==> src/rtl/slp_pkg.sv <==
package slp_pkg;
  typedef enum logic [1:0] {
    ST_ACTIVE = 2'd0,
    ST_WAKING = 2'd1,
    ST_SLEEP  = 2'd2
  } slp_state_e;
endpackage

==> src/rtl/slp_idle_count.sv <==
module slp_idle_count #(
  parameter int CNT_W = 16
) (
  input  logic             clk,
  input  logic             rst_n,
  input  logic             restart,
  input  logic             advance,
  input  logic [CNT_W-1:0] limit_in,
  output logic             expire
);
  logic [CNT_W-1:0] cnt_q;
  logic [CNT_W-1:0] lim_q;
  logic [CNT_W:0]   cnt_inc;

  assign cnt_inc = {1'b0, cnt_q} + {{CNT_W{1'b0}}, 1'b1};
  // expiry fires on the cycle that completes the lim_q-th idle cycle
  assign expire  = (lim_q != '0) && (cnt_inc >= {1'b0, lim_q});

  always_ff @(posedge clk) begin
    if (!rst_n) begin
      cnt_q <= '0;
      lim_q <= '0;
    end else if (restart) begin
      cnt_q <= '0;
      lim_q <= limit_in;
    end else if (advance && (cnt_q != '1)) begin
      cnt_q <= cnt_inc[CNT_W-1:0];
    end
  end
endmodule

==> src/rtl/slp_decay_timer.sv <==
module slp_decay_timer #(
  parameter int CNT_W = 16
) (
  input  logic             clk,
  input  logic             rst_n,
  input  logic             enable,
  input  logic             restart,
  input  logic [CNT_W-1:0] period,
  output logic             tick
);
  logic [CNT_W-1:0] dcnt_q;
  logic [CNT_W:0]   dcnt_inc;

  assign dcnt_inc = {1'b0, dcnt_q} + {{CNT_W{1'b0}}, 1'b1};
  assign tick     = enable && (period != '0) && (dcnt_inc >= {1'b0, period});

  always_ff @(posedge clk) begin
    if (!rst_n) begin
      dcnt_q <= '0;
    end else if (restart || tick) begin
      dcnt_q <= '0;
    end else begin
      dcnt_q <= dcnt_inc[CNT_W-1:0];
    end
  end
endmodule

==> src/rtl/slp_wake_stage.sv <==
module slp_wake_stage #(
  parameter int WAKE_GAP = 2
) (
  input  logic clk,
  input  logic rst_n,
  input  logic busy,
  output logic full,
  output logic last
);
  localparam int GW = (WAKE_GAP < 2) ? 1 : $clog2(WAKE_GAP + 1);
  localparam logic [GW-1:0] GAP_V = GW'(WAKE_GAP);

  logic [GW-1:0] left_q;

  // down-counter preloaded while idle; reaching zero marks the full stage
  always_ff @(posedge clk) begin
    if (!rst_n) begin
      left_q <= GAP_V;
    end else if (!busy) begin
      left_q <= GAP_V;
    end else if (left_q != '0) begin
      left_q <= left_q - GW'(1);
    end
  end

  assign full = busy && (left_q == '0);
  assign last = full;
endmodule

==> src/rtl/array_sleep_ctrl.sv <==
module array_sleep_ctrl
  import slp_pkg::*;
#(
  parameter int CNT_W    = 16,
  parameter int WAKE_GAP = 2
) (
  input  logic             clk,
  input  logic             rst_n,
  input  logic             acc_valid,
  output logic             acc_ready,
  input  logic [CNT_W-1:0] idle_limit,
  input  logic             decay_en,
  input  logic [CNT_W-1:0] decay_period,
  output logic             early_wake,
  output logic             full_wake,
  output logic [1:0]       state_o
);
  slp_state_e state_q, state_d;
  logic       is_active, is_waking, is_sleep;
  logic       accept, wake_done, restart;
  logic       idle_expire, decay_tick, sleep_req;
  logic       stage_full;

  assign is_active = (state_q == ST_ACTIVE);
  assign is_waking = (state_q == ST_WAKING);
  assign is_sleep  = (state_q == ST_SLEEP);
  assign accept    = acc_valid && is_active;
  assign restart   = accept || wake_done;

  slp_idle_count #(.CNT_W(CNT_W)) u_idle (
    .clk      (clk),
    .rst_n    (rst_n),
    .restart  (restart),
    .advance  (is_active && !accept),
    .limit_in (idle_limit),
    .expire   (idle_expire)
  );

  slp_decay_timer #(.CNT_W(CNT_W)) u_decay (
    .clk     (clk),
    .rst_n   (rst_n),
    .enable  (decay_en),
    .restart (restart),
    .period  (decay_period),
    .tick    (decay_tick)
  );

  slp_wake_stage #(.WAKE_GAP(WAKE_GAP)) u_stage (
    .clk   (clk),
    .rst_n (rst_n),
    .busy  (is_waking),
    .full  (stage_full),
    .last  (wake_done)
  );

  assign sleep_req = decay_en ? decay_tick : idle_expire;

  always_comb begin
    state_d = state_q;
    unique case (state_q)
      ST_ACTIVE: if (!accept && sleep_req) state_d = ST_SLEEP;
      ST_WAKING: if (wake_done)            state_d = ST_ACTIVE;
      ST_SLEEP:  if (acc_valid)            state_d = ST_WAKING;
      default:                             state_d = ST_ACTIVE;
    endcase
  end

  always_ff @(posedge clk) begin
    if (!rst_n) state_q <= ST_ACTIVE;
    else        state_q <= state_d;
  end

  assign acc_ready  = is_active;
  assign early_wake = !is_sleep;
  assign full_wake  = is_active || stage_full;
  assign state_o    = state_q;
endmodule

==> config.mk <==
export PLATFORM = sky130hd
export DESIGN_NAME = array_sleep_ctrl
export DESIGN_NICKNAME = d
export VERILOG_FILES = /design/src/rtl/slp_pkg.sv /design/src/rtl/slp_idle_count.sv /design/src/rtl/slp_decay_timer.sv /design/src/rtl/slp_wake_stage.sv /design/src/rtl/array_sleep_ctrl.sv
export SDC_FILE = /design/constraint.sdc
export NUM_CORES = 1
export LEC_CHECK = 0
export ABC_AREA = 1
export BUFFER_PORTS_ARGS = -buffer_cell sky130_fd_sc_hd__buf_2
export CORE_MARGIN = 4
export CORE_UTILIZATION = 50
export DETAILED_ROUTE_END_ITERATION = 8
export HOLD_SLACK_MARGIN = 0.08
export PLACE_DENSITY = 0.7
export SYNTH_ARGS = -nofsm -noshare
export SYNTH_HDL_FRONTEND = slang
export SYNTH_HIERARCHICAL = 1
export SYNTH_SLANG_ARGS = --single-unit
export TNS_END_PERCENT = 100
==> constraint.sdc <==
create_clock -name clk -period 3.45 [get_ports clk]
set_clock_uncertainty 0.05 [all_clocks]
set_input_delay 0.5175 -clock clk [delete_from_list [all_inputs] [get_ports clk]]
set_output_delay 0.5175 -clock clk [all_outputs]
set_load 0.02 [all_outputs]
==> impl_metrics.ini <==
[routing]
final_antenna_net_count = 0
vias = 3254
first_pass_iters = 6
met3_length_um = 324
drtIter0Drc = 141
met2_length_um = 3260
wl_met1_um = 3950
top_layer = met4
wirelength_um = 7690
vias_per_cell = 4.74
drc = 0
routedWlPerCell_um = 11.2

[job]
drv_cap = 0

[floorplan]
start_util_pct = 51.8
die_y_um = 94.9
core_mm2 = 0.00729
rows = 31
ios = 41
fp.dieW_um = 94.9
die_area_mm2 = 0.00901

[yosys]
synth_mux_area_share_pct = 0
synth_xor_area_share_pct = 4.83
yosysTopAreaCell = dfxtp_1
synth_area_mm2 = 0.00378
yosys.area_share.simple_pct = 32.9
synthTopCellsByArea = dfxtp_1, ha_1, inv_1
async_flop_share_pct = 0
synthAdderAreaFrac_pct = 11.6
synth_edf_count = 0
syn_area_per_cell_um2 = 6.88
ys_seq_area_share_pct = 27.5
syn_inst = 549
synth_cell_types = 40
synth_warnings = 6
synth_top_family_by_area = simple AND/OR/NAND/NOR gates
synth_fp_nets = 620
yosys-top-cells-count = inv_1, nand2_1, nor2_1, dfxtp_1, ha_1
synth_most_common_cell = inv_1
ys_seq_elements = 52
synth_compound_area_share_pct = 9.60
synth_top_cell_area_share_pct = 27.5
ys.flop_type = dfxtp_1

[power_and_ir_drop]
power.leakage_nw = 2.12
share_seq_of_total_power_pct = 46.2
p_per_area_mw_per_mm2 = 343
p_sw_share_pct = 29.6
combPwrFrac_pct = 21.9
vdd_drop_max_v = 0.000217
internal-power_mw = 1.00
p_clk_share_pct = 32.0
p_switching_uw = 421

[grt]
grt_start_max_net_pins = 32
grt_pass1_vias = 3033
grt.total_usage_pct = 18.3
grt_overflow = 0
grt_pass1_wl_um = 13100
antenna_found_initial = 0

[finish]
syn_to_final_growth_pct = 9.97
antenna_cells = 0
drive_gt1_share_pct = 17.2
finalNetCount = 658

[worst_setup_path]
reg2regPathDepth = 17
required_ns = 3.59
critPathArrivalTime_ns = 3.16
critPathLaunchType = register
cp_max_fo = 16
endpoint_kind = register
crit_type = reg2reg

[worst_hold_path]
holdPathStages = 3
hp-class = in2reg

[placement]
dp_worst_setup_slack_ns = 0.454
portBuffers = 40
gp_congestion = 0.863
place_hpwl_um = 6180

[clock_network]
cts_setup_buffers = 0
holdBufCountCts = 0
clockBufferDepth = 2
cts_buffers = 5
cts_tree = built
cts_root_buffer = clkbuf_8
clk_pin_slew_ns = 0.09
htreeDepth = 2
ctsResizeCount = 0
insertion_delay_ns = 0.31
clkSinkCount = 52

[timing]
final.period_utilization_pct = 87.6
hold_violations = 0
clock.fmax_mhz = 331
slew_violations = 0
fin_setup_tns_ns = 0
worstMarginPinSlew_ns = 0.755
finalWorstSetupSlack_ns = 0.428
timing.hold.ws_ns = 0.407
min_period_ns = 3.02
slew_headroom_pct = 49.6
finalSetupViolCount = 0
rsz0062_at_grt = no

[outcome]
status = completed
[worst max-delay path: stages (launching register included)]
cell	delay, ns
dfxtp_1	0.43
ha_1	0.23
nand2_2	0.08
nor2_4	0.16
nand4_1	0.15
nor2_1	0.15
xor2_1	0.29
inv_1	0.08
ha_1	0.30
nand2_1	0.07
nor2_1	0.10
nand2_1	0.06
o21ai_0	0.16
nor2_1	0.07
nand3_2	0.08
nand2_2	0.07
nand2_4	0.29
nor2_1	0.07
[cells by family after synthesis]
group / count (synthesis)
xor+xnor: 20
buf+inv: 124
compound gates: 64
fa+ha+maj: 35
flops: 52
simple gates: 254
[power by group through the flow]
stage | Combinational [mW] | Clock, mW | Sequential [mW]
floorplan | 0.240 | 0 | 0.668
global placement | 0.300 | 0 | 0.670
detailed placement | 0.308 | 0 | 0.671
CTS | 0.311 | 0.469 | 0.658
global route | 0.359 | 0.494 | 0.662
finish | 0.311 | 0.456 | 0.658
[layer usage]
| metal | GRT usage, % | up-vias |
|---|---|---|
| met5 | 0 | - |
| met3 | 2.95 | 13 |
| met1 | 26.1 | 1402 |
| met2 | 27.4 | 67 |
| met4 | 7.09 | 0 |
| li1 | - | 1772 |
[cell type report]
class	instances	area [um2]
clock inverter	1	30.0
fill	717	3140
sequential	52	1040
tap	99	124
timing repair buffer	41	208
inverter	114	428
clock buffer	7	96.3
multi-input combinational	373	2230
[registers in the layout (all words and copies together) (netlist names)]
register and cells:
u_idle/cnt_q 16, u_decay/dcnt_q 16, state_o 2, u_stage/left_q 2, u_idle/lim_q 16
[per-stage QoR]
step	area [um2]	std cells	power, mW	utilization [%]
finish	4160	687	1.42	57.0
global placement	4030	679	0.971	55.3
detailed placement	4030	679	0.980	55.3
floorplan	3780	549	0.908	-
global route	4160	687	1.52	57.0
CTS	4160	687	1.44	57.0
[path summary, 6_finish.rpt]
kind / slack (ns) / startpoint / end
max: 0.43 / u_decay/dcnt_q[0]$_SDFF_PP0_ / u_decay/dcnt_q[7]$_SDFF_PP0_
min: 0.41 / idle_limit[0] / u_idle/lim_q[0]$_SDFFE_PN0P_
max reg2reg: 0.43 / u_decay/dcnt_q[0]$_SDFF_PP0_ / u_decay/dcnt_q[7]$_SDFF_PP0_
min reg2reg: 0.44 / u_stage/left_q[1]$_SDFFE_PN1P_ / u_stage/left_q[1]$_SDFFE_PN1P_
[cells in the final DEF, fill, tap and decap left out, types with 5 or more instances in the layout]
cell / n
buf_2: 40
nor2_1: 67
nor2_2: 7
nor2_4: 12
dfxtp_1: 52
a21oi_1: 25
nand2_1: 108
a21oi_2: 5
inv_1: 109
nand3_2: 7
o21ai_0: 22
nand3_1: 17
ha_1: 35
nand2_2: 7
nand4_1: 9
xor2_1: 17
clkbuf_8: 7
No activity file was read; power rests on OpenSTA's default activity.
